--- src/rtl/dac_bank_pkg.sv ---
`timescale 1ns/1ps
package dac_bank_pkg;

  // Strobes handed from the control path to the datapath, one cycle wide.
  typedef struct packed {
    logic shiftBit;   // take one serial bit into the capture register
    logic latchWord;  // frame strobe fell: capture register -> staged copy
    logic directOut;  // latch with commit level low: also drive live copy
    logic commitAll;  // commit strobe fell: every staged copy -> live copy
  } ctrlStrobes_t;

endpackage

--- src/rtl/dac_sync.sv ---
`timescale 1ns/1ps
module dac_sync #(
  parameter int WIDTH = 4,
  parameter int STAGES = 2,
  parameter logic [WIDTH-1:0] IDLE_VAL = '0
) (
  input  logic             clk,
  input  logic             rstN,
  input  logic [WIDTH-1:0] asyncIn,
  output logic [WIDTH-1:0] syncOut
);

  logic [WIDTH-1:0] chain [STAGES];

  always_ff @(posedge clk or negedge rstN) begin
    if (!rstN) chain[0] <= IDLE_VAL;
    else       chain[0] <= asyncIn;
  end

  for (genvar s = 1; s < STAGES; s++) begin : gStage
    always_ff @(posedge clk or negedge rstN) begin
      if (!rstN) chain[s] <= IDLE_VAL;
      else       chain[s] <= chain[s-1];
    end
  end

  assign syncOut = chain[STAGES-1];

endmodule

--- src/rtl/dac_ctrl.sv ---
`timescale 1ns/1ps
module dac_ctrl
  import dac_bank_pkg::*;
(
  input  logic         clk,
  input  logic         rstN,
  input  logic         sclkSync,
  input  logic         frameSync,
  input  logic         commitSync,
  output ctrlStrobes_t strobes
);

  logic sclkPrev, framePrev, commitPrev;

  always_ff @(posedge clk or negedge rstN) begin
    if (!rstN) begin
      sclkPrev   <= 1'b1;
      framePrev  <= 1'b1;
      commitPrev <= 1'b1;
    end else begin
      sclkPrev   <= sclkSync;
      framePrev  <= frameSync;
      commitPrev <= commitSync;
    end
  end

  logic sclkFall, frameFall, commitFall;

  always_comb begin
    sclkFall   = sclkPrev & ~sclkSync;
    frameFall  = framePrev & ~frameSync;
    commitFall = commitPrev & ~commitSync;

    strobes.shiftBit  = sclkFall & frameSync;
    strobes.latchWord = frameFall;
    strobes.directOut = frameFall & ~commitSync;
    strobes.commitAll = commitFall;
  end

endmodule

--- src/rtl/dac_datapath.sv ---
`timescale 1ns/1ps
module dac_datapath
  import dac_bank_pkg::*;
#(
  parameter int NUM_CH = 4,
  parameter int CODE_W = 8,
  parameter int ADDR_W = 2
) (
  input  logic                     clk,
  input  logic                     rstN,
  input  ctrlStrobes_t             strobes,
  input  logic                     dataBit,
  output logic [NUM_CH*CODE_W-1:0] codeOut,
  output logic [NUM_CH-1:0]        rangeOut
);

  localparam int WORD_W  = ADDR_W + 1 + CODE_W;
  localparam int ENTRY_W = CODE_W + 1;
  localparam int RANGE_POS = CODE_W;

  logic [WORD_W-1:0] captureReg;
  logic [ADDR_W-1:0] selAddr;
  logic [ENTRY_W-1:0] newEntry;

  always_ff @(posedge clk or negedge rstN) begin
    if (!rstN)                 captureReg <= '0;
    else if (strobes.shiftBit) captureReg <= {captureReg[WORD_W-2:0], dataBit};
  end

  assign selAddr  = captureReg[WORD_W-1 -: ADDR_W];
  assign newEntry = captureReg[ENTRY_W-1:0];

  for (genvar ch = 0; ch < NUM_CH; ch++) begin : gChan
    logic [ENTRY_W-1:0] stagedEntry;
    logic [ENTRY_W-1:0] liveEntry;
    logic               hit;

    assign hit = (selAddr == ADDR_W'(ch));

    always_ff @(posedge clk or negedge rstN) begin
      if (!rstN)                           stagedEntry <= '0;
      else if (strobes.latchWord && hit)   stagedEntry <= newEntry;
    end

    always_ff @(posedge clk or negedge rstN) begin
      if (!rstN) begin
        liveEntry <= '0;
      end else if (strobes.directOut && hit) begin
        liveEntry <= newEntry;
      end else if (strobes.commitAll) begin
        liveEntry <= stagedEntry;
      end
    end

    assign codeOut[ch*CODE_W +: CODE_W] = liveEntry[CODE_W-1:0];
    assign rangeOut[ch]                 = liveEntry[RANGE_POS];
  end

endmodule

--- src/rtl/quad_dac_regbank.sv ---
`timescale 1ns/1ps
module quad_dac_regbank
  import dac_bank_pkg::*;
#(
  parameter int NUM_CH = 4,
  parameter int CODE_W = 8,
  parameter int SYNC_STAGES = 2
) (
  input  logic                     clk,
  input  logic                     rstN,
  input  logic                     serClk,
  input  logic                     serData,
  input  logic                     frameN,
  input  logic                     commitN,
  output logic [NUM_CH*CODE_W-1:0] codeOut,
  output logic [NUM_CH-1:0]        rangeOut
);

  localparam int ADDR_W = (NUM_CH > 1) ? $clog2(NUM_CH) : 1;

  // Order: serClk, serData, frameN, commitN; strobes and clock idle high.
  logic [3:0] rawIn, syncIn;
  assign rawIn = {serClk, serData, frameN, commitN};

  dac_sync #(
    .WIDTH(4),
    .STAGES(SYNC_STAGES),
    .IDLE_VAL(4'b1011)
  ) uSync (
    .clk(clk),
    .rstN(rstN),
    .asyncIn(rawIn),
    .syncOut(syncIn)
  );

  ctrlStrobes_t strobes;

  dac_ctrl uCtrl (
    .clk(clk),
    .rstN(rstN),
    .sclkSync(syncIn[3]),
    .frameSync(syncIn[1]),
    .commitSync(syncIn[0]),
    .strobes(strobes)
  );

  dac_datapath #(
    .NUM_CH(NUM_CH),
    .CODE_W(CODE_W),
    .ADDR_W(ADDR_W)
  ) uPath (
    .clk(clk),
    .rstN(rstN),
    .strobes(strobes),
    .dataBit(syncIn[2]),
    .codeOut(codeOut),
    .rangeOut(rangeOut)
  );

  logic evtLatch, evtDirect, evtCommit;
  assign evtLatch  = strobes.latchWord;
  assign evtDirect = strobes.directOut;
  assign evtCommit = strobes.commitAll;

endmodule

--- config.mk ---
export PLATFORM = sky130hd
export DESIGN_NAME = quad_dac_regbank
export DESIGN_NICKNAME = d
export VERILOG_FILES = /design/src/rtl/dac_bank_pkg.sv /design/src/rtl/dac_sync.sv /design/src/rtl/dac_ctrl.sv /design/src/rtl/dac_datapath.sv /design/src/rtl/quad_dac_regbank.sv
export SDC_FILE = /design/constraint.sdc
export NUM_CORES = 1
export LEC_CHECK = 0
export ABC_CLOCK_PERIOD_IN_PS = 4200
export BUFFER_PORTS_ARGS = -buffer_cell sky130_fd_sc_hd__buf_4
export CORE_MARGIN = 5
export CORE_UTILIZATION = 60
export CTS_CLUSTER_DIAMETER = 120
export DETAILED_ROUTE_END_ITERATION = 10
export GPL_TIMING_DRIVEN = 1
export PLACE_DENSITY = 0.89
export SLEW_MARGIN = 20
export SYNTH_ARGS = -nofsm -noshare
export SYNTH_HDL_FRONTEND = slang
export SYNTH_SLANG_ARGS = --single-unit
--- constraint.sdc ---
create_clock -name clk -period 4.2 [get_ports clk]
set_clock_uncertainty 0.2 [all_clocks]
set_input_delay 0.21 -clock clk [delete_from_list [all_inputs] [get_ports clk]]
set_output_delay 0.21 -clock clk [all_outputs]
set_load 0.02 [all_outputs]
======== Word-level counts from Yosys, hierarchy flattened ========
Index checks and enable logic that the tools add are counted.
operators by class
  equal/unequal tests ..................... 3
  multiplexer cells ....................... 8
  bitwise logic cells ..................... 8
  reduce and logical (&&, ||, !) cells .... 13
operators by type and width
  cell                                                              number
  9-bit two-way mux                                                 8
  1-bit logical AND                                                 8
  2-bit nonzero test                                                4
  1-bit bitwise AND                                                 5
  2-bit == test (second input constant)                             2
  1-bit inverter                                                    3
  2-bit by 1-bit == test with 1-bit output (second input constant)  1
  2-bit zero test                                                   1
word-level totals
  register bits ........................... 94
  bits of input ports ..................... 6
  word-level logic and storage cells ...... 46

======== Logic depth before layout (Yosys ltp) ========
Gate-level depths: netlist (run 1).
  depth in word-level cells ............... 5
  gate-level depth with buffers ........... 6

======== Modules after synthesis ========
Synthesis (run 1) repeated with hierarchy kept, for this count alone.
second synthesis, totals
  cells, all modules ...................... 262
  area total of the unflattened synthesis .. 3968.8 sq um
modules (own cells, without submodules)
  module        times used  cells each  area an instance (sq um)  sequential area each (sq um)
  dac_datapath  1           241         3603.5                    2077.0
  dac_sync      1           12          237.7                     207.7
  dac_ctrl      1           9           127.6                     78.8

======== Least setup slack after synthesis (run 1) ========
Ideal clock, no wire load.
  path type ............................... reg-to-reg
  start ................................... register uPath.captureReg[9]
  end ..................................... register uPath.gChan[0].liveEntry[6]
  arrival time ............................ 1.530 ns
  data required time ...................... 3.873 ns
  slack ................................... 2.343 ns
  stages on the path, launching flop included .. 7
  path buffers ............................ 3
  period minus slack after synthesis ...... 1.857 ns
  cells stage by stage .................... dfrtp_1 -> buf_6 -> or4b_1 -> buf_6 -> buf_6 -> a32oi_1 -> nand3_1
between the ends
  cells in the longest elaborated chain, start to end .. 3
RTL lines
  element                                                         RTL line            text
  start: declaration                                              dac_datapath.sv:21  logic [WORD_W-1:0] captureReg;
  start signal: assignment                                        dac_datapath.sv:27  else if (strobes.shiftBit) captureReg <= {captureReg[WORD_W-2:0], dataBit};
  2-bit zero test (*)                                             dac_datapath.sv:38  assign hit = (selAddr == ADDR_W'(ch));
  1-bit logical AND (*)                                           dac_datapath.sv:48  end else if (strobes.directOut && hit) begin
  9-bit two-way mux / 2-bit nonzero test (equally long branches)  -
  end signal: assignment                                          dac_datapath.sv:49  liveEntry <= newEntry;
  end signal: assignment                                          dac_datapath.sv:51  liveEntry <= stagedEntry;
  end: declaration                                                dac_datapath.sv:35  logic [ENTRY_W-1:0] liveEntry;
Mark *: on every way between the ends. The rest lies on a longest branch, timed or not.
A chain may end at the register's enable or synchronous reset.

======== Worst setup path after layout (run 1) ========
  start ................................... register uCtrl.commitPrev
  end ..................................... register uPath.gChan[2].liveEntry[6]
between the ends
  cells in the longest elaborated chain, start to end .. 2
RTL lines
  element                       RTL line            text
  start: declaration            dac_ctrl.sv:13      logic sclkPrev, framePrev, commitPrev;
  start signal: assignment      dac_ctrl.sv:23      commitPrev <= commitSync;
  1-bit bitwise AND             dac_ctrl.sv:32      commitFall = commitPrev & ~commitSync;
  2-bit nonzero test (no line)  -
  end signal: assignment        dac_datapath.sv:49
  end signal: assignment        dac_datapath.sv:51
  end: declaration              dac_datapath.sv:35
Every way passes these cells.

==> results of run 1 <==
[where the power goes]
part	internal [µW]	total, µW	switching, µW
Sequential	1030	1200	168
Clock	292	602	310
Combinational	168	392	224
Total	1490	2190	703
[per-layer routing]
layer	vias up	part of all wire, %
met3	24	7.4
met4	0	2.7
met5	-	0
met1	1640	41
met2	163	49
li1	1476	-
[worst max-delay path, stage by stage, from the launching register on]
cell and delay (ns):
dfstp_2 0.91, nor2b_2 0.80, buf_4 0.39, a32oi_1 0.15
nand3_1 0.15
[final timing paths]
check                                      start                     endpoint  slack [ns]  depth (start not counted)
worst min-delay path              uSync.chain[4]             uSync.syncOut[0]        0.15                          0
worst min register to register    uSync.chain[4]             uSync.syncOut[0]        0.15                          0
worst max-delay path            uCtrl.commitPrev  uPath.gChan[2].liveEntry[6]        1.52                          4
min in group asynchronous                   rstN  uPath.gChan[3].liveEntry[6]        0.30                          2
worst max register to register  uCtrl.commitPrev  uPath.gChan[2].liveEntry[6]        1.52                          4
max in group asynchronous                   rstN             uSync.syncOut[1]        2.61                          3
[flip-flops by register name, summed over array words and instances (netlist names)]
signal and cells:
uPath.gChan.stagedEntry 36, uPath.captureReg 11, uCtrl.framePrev 1, uSync.syncOut 4
uSync.chain 4, uPath.gChan.liveEntry 36, uCtrl.commitPrev 1, uCtrl.sclkPrev 1
[cell usage after synthesis]
cell,instances,area [µm²]
a32oi_1,36,315.3
and4b_1,1,10.01
buf_1,1,3.750
buf_2,4,20.02
buf_6,3,33.78
clkbuf_1,25,93.84
dfrtp_1,85,2127
dfstp_2,9,236.5
mux2_2,11,123.9
nand2_1,144,540.5
nand3_1,36,180.2
nand3b_1,37,277.8
nand4b_1,1,8.760
nand4bb_1,2,22.52
nor2b_1,10,62.56
nor4b_2,1,15.01
nor4bb_1,2,20.02
or4b_1,1,10.01
[kinds of logic after synthesis]
kind of cell | synth area share (%)
mux | 3.020
simple gates | 27.97
buf+inv | 3.691
compound gates | 7.688
flops | 57.63
[area by class of cell]
| cell class | count | area, µm² | share of cell area [%] |
|---|---|---|---|
| Clock inverter | 5 | 58.81 | 1.260 |
| Multi-Input combinational cell | 282 | 1602 | 34.31 |
| Timing Repair Buffer | 52 | 402.9 | 8.630 |
| Tap cell | 80 | 100.1 | 2.144 |
| Clock buffer | 11 | 141.4 | 3.029 |
| Sequential cell | 94 | 2364 | 50.63 |
[what timing repair did]
item / CTS / global route
hold buffers: 5 / 0
setup endpoints to repair: 0 / 0
hold endpoints to repair: 67 / 0
[per-stage QoR]
stage	setup slack (ns)	hold WS [ns]
6_report	1.516	0.1481
5_1_grt	1.407	0.1476
4_1_cts	1.590	0.1529
3_5_place_dp	1.639	0.1195
3_3_place_gp	1.673	0.1183
2_1_floorplan	2.343	-0.2856
==> impl_results.md, run 1 <==
- CTS buffer count: 9
- Tmin final: 2.684 ns
- Max-slew violation count: 0
- Crit path kind: reg2reg
- Initial core utilization: 61.04%
- Diode count: 0
- Pwr Total: 2193 µW
- Drt first-iter violations: 314
- Cells after DPL: 503
- Post-CTS Resized: 0
- Initial antenna violation count: 0
- GRT Util Overall: 23.64%
- Yosys reg bits: 94
- Max Fclk: 372.6 MHz
- Crit Path Max Fanout: 37
- Postcts setup bufs: 0
- Most frequent cells in the layout: nand2_1, dfrtp_1, buf_4
- RSZ-0062 raised after global routing: no
- Relative slew slack: 28.74%
- Die Span X: 92.68 µm
- Yosys cell types: 18
- Global-route wire length before repair: 15,720 µm
- Final Hold Fails: 0
- Design Area, Final: 4668 µm²
- Commonest non-fill, non-tap cell in the layout: nand2_1
- Post-Synthesis Cell Area: 4101 µm²
- Site Rows: 30
- Drt pass-1 iters: 6
- Final ANT Viol Nets: 0
- Post-Route Utilization: 69.48%
- RePlAce Congestion: 0.8723
- Total grt overflow: 0
- Final wirelength: 9874 µm
- Critical path startpoint category: flip-flop
- Global routing usage on met3: 4.549%
- TritonCTS clock tree: built
- Post-synthesis sequential area ratio: 57.63%
- Leakage: 0.002308 µW
- Post-route insts no fill: 524
- Post-DP Area: 4418 µm²
- Pin count of the biggest net entering global routing: 69
- Routed WL per cell: 18.84 µm
- Critical Path RT: 4.29 ns
- Syn. warnings: 0
- Worst Hold Class: reg2reg
- Sink Count: 94
- Vias per inst: 6.303
- Number of global-route vias before repair: 3,087
- Clock Root Buffer: clkbuf_8
- Fin crit share: 63.90%
- Avg Cell Area, Syn: 10.03 µm²
- CP Capture Type: flip-flop
- Max-cap violations: 0
- GR peak layer: met2
- IO Count: 42
- Final nets: 445
- Met1 usage: 32.52%
- DRC: 0
- VDD IR max: 0.2397 mV
- Synth Net Count: 415
- Vias: 3,303
- H-tree levels: 3
- CTS clk-pin slew, worst paths: 0.09 ns
- IO buf count: 41
- Power Dens Cells: 469.8 nW/µm²
- Core ar.: 6719 µm²
- Status: finished clean
- # setup viols final: 0
- Clock Latency Late Sink: 0.36 ns
- Worst Tran Pin Value: 1.063 ns
- Die Y: 92.68 µm
- Setup TNS: 0 ns
- Syn Inst Count: 409
- Met2 GRT Util: 36.86%
- Die area: 8590 µm²
- DP HPWL: 5998 µm
- CTS Buffer Depth: 2
- P&R area growth vs syn: 13.82%
- Crit path arrival time: 2.77 ns
- Fill count: 493
- Share of layout cells above drive strength 1: 19.37%
Note: power is estimated with default switching activity, not from simulation.
==> run 2: changes to the inputs <==
--- a/config.mk
+++ b/config.mk
@@ -5,14 +5,14 @@
 export SDC_FILE = /design/constraint.sdc
 export NUM_CORES = 1
 export LEC_CHECK = 0
-export ABC_CLOCK_PERIOD_IN_PS = 4200
+export ABC_CLOCK_PERIOD_IN_PS = 2550
 export BUFFER_PORTS_ARGS = -buffer_cell sky130_fd_sc_hd__buf_4
 export CORE_MARGIN = 5
-export CORE_UTILIZATION = 60
+export CORE_UTILIZATION = 58
 export CTS_CLUSTER_DIAMETER = 120
 export DETAILED_ROUTE_END_ITERATION = 10
 export GPL_TIMING_DRIVEN = 1
-export PLACE_DENSITY = 0.89
+export PLACE_DENSITY = 0.87
 export SLEW_MARGIN = 20
 export SYNTH_ARGS = -nofsm -noshare
 export SYNTH_HDL_FRONTEND = slang
==> constraint.sdc (replaced) <==
create_clock -name clk -period 2.55 [get_ports clk]
set_clock_uncertainty 0.2 [all_clocks]
set_input_delay 0.1275 -clock clk [delete_from_list [all_inputs] [get_ports clk]]
set_output_delay 0.1275 -clock clk [all_outputs]
set_load 0.02 [all_outputs]
==> impl_results.md, run 2 (synthesized netlist as in run 1, its figures left out) <==
- Status: finished clean
- Clock Latency Late Sink: 0.35 ns
- Pin count of the biggest net entering global routing: 40
- Psw: 1172 µW
- Critical Path RT: 2.57 ns
- Global-route wire length before repair: 16,530 µm
- Die area: 8853 µm²
- Max Fclk: 508.5 MHz
- # setup viols final: 0
- Sink Count: 94
- Drt pass-1 iters: 5
- Setup crit start: uPath.captureReg[9]
- GRT Util Overall: 24.29%
- Commonest non-fill, non-tap cell in the layout: nand2_1
- Site Rows: 30
- CP Capture Type: flip-flop
- Leakage: 0.002366 µW
- Final nets: 452
- CTS buffer count: 9
- Reg-to-Reg Start: uPath.captureReg[9]
- Crit Path Max Fanout: 27
- Design Area, Final: 4793 µm²
- H-tree levels: 3
- Worst Hold Class: in2async
- P&R area growth vs syn: 16.87%
- Clock Root Buffer: clkbuf_8
- Power Dens Cells: 780.0 nW/µm²
- Initial core utilization: 60.04%
- RSZ-0062 raised after global routing: no
- Final ANT Viol Nets: 0
- Crit path kind: reg2reg
- Internal power: 2567 µW
- Worst Tran Pin Value: 0.6992 ns
- Post-CTS Resized: 0
- RePlAce Congestion: 0.8462
- Relative slew slack: 53.29%
- Critical path startpoint category: flip-flop
- Core ar.: 6832 µm²
- Number of global-route vias before repair: 3,276
- Diode count: 0
- Tmin final: 1.966 ns
- Post-DP Area: 4521 µm²
- Vias per inst: 6.185
- Routed WL per cell: 18.65 µm
- Most frequent cells in the layout: nand2_1, dfrtp_1, buf_4
- DP HPWL: 6294 µm
- Met2 WL post-DR: 4984 µm
- Die Y: 94.09 µm
- Die Span X: 94.09 µm
- CTS clk-pin slew, worst paths: 0.09 ns
- Top layer in use: met4
- VDD IR max: 0.5035 mV
- DRC: 0
- Met3 Wirelength: 951 µm
- Final wirelength: 10,200 µm
- Final Hold Fails: 0
- TritonCTS clock tree: built
- Max-cap violations: 0
- Setup TNS: 0 ns
- Total grt overflow: 0
- IO Count: 42
- Met1 wire length: 4019 µm
- Crit path arrival time: 1.99 ns
- IO buf count: 41
- Top flop regs: uPath.gChan.liveEntry x36, uPath.gChan.stagedEntry x36, uPath.captureReg x11
- Max-slew violation count: 0
- Vias: 3,383
- Fin crit share: 77.11%
- Register share of total power: 52.9%
- Share of layout cells above drive strength 1: 20.62%
- Net switching share of the total power: 31.35%
- Logic pwr share: 17.9%
- Clock share of power: 29.2%
- Initial antenna violation count: 0
- Drt first-iter violations: 405
- CTS Buffer Depth: 2
[run 2: what timing repair did]
item | 4_1_cts | 5_1_grt
hold buffers | 5 | 0
hold endpoints to repair | 71 | 0
buffers inserted | 0 | 0
setup endpoints to repair | 0 | 0
[run 2: cell type report]
| type | instances | area (µm²) |
|---|---|---|
| well taps | 96 | 120.1 |
| multi-input cells | 282 | 1607 |
| clock inverters | 5 | 81.33 |
| clock buffers | 11 | 141.4 |
| repair buffers | 59 | 480.5 |
| flip-flops and latches | 94 | 2364 |
| fillers | 506 | 2038 |
[run 2: metrics by stage]
| step | worst slack [ns] | cells | hold WS [ns] | power [µW] | util, % |
|---|---|---|---|---|---|
| 3_3_place_gp | 0.7216 | 526 | -0.06734 | 2608 | 66.17 |
| 4_1_cts | 0.6129 | 547 | 0.09206 | 3732 | 70.16 |
| 2_1_floorplan | 0.6934 | 409 | -0.3681 | 2282 | - |
| 5_1_grt | 0.4883 | 547 | 0.1092 | 3906 | 70.16 |
| 6_report | 0.5836 | 547 | 0.07774 | 3739 | 70.16 |
| 3_5_place_dp | 0.6146 | 526 | -0.06386 | 2647 | 66.17 |
[run 2: per-layer routing]
| layer | track usage, % | up-vias |
|---|---|---|
| li1 | - | 1495 |
| met2 | 39.03 | 186 |
| met3 | 6.571 | 25 |
| met1 | 31.56 | 1677 |
| met5 | 0 | - |
| met4 | 8.905 | 0 |
[run 2: final timing paths]
check | to | slack, ns | depth (start not counted)
min | uPath.gChan[3].liveEntry[3] | 0.08 | 2
min reg2reg | uSync.syncOut[2] | 0.15 | 0
max | uPath.gChan[0].liveEntry[6] | 0.58 | 4
max reg2reg | uPath.gChan[0].liveEntry[6] | 0.58 | 4
min in group clk | uSync.syncOut[2] | 0.15 | 0
max in group asynchronous | uCtrl.framePrev | 1.34 | 3
[run 2: critical path, cell delays in order (launching register included)]
cell and delay, ns:
dfrtp_1 0.50, or4b_1 0.55, buf_4 0.23, a32oi_1 0.23, nand3_1 0.12
[run 2: power by group through the flow]
stage | Combinational (µW) | Sequential [µW] | Clock (µW)
6_report | 669 | 1980 | 1090
3_3_place_gp | 639 | 1970 | 0
2_1_floorplan | 315 | 1970 | 0
4_1_cts | 669 | 1960 | 1100
3_5_place_dp | 661 | 1990 | 0
5_1_grt | 728 | 2000 | 1180
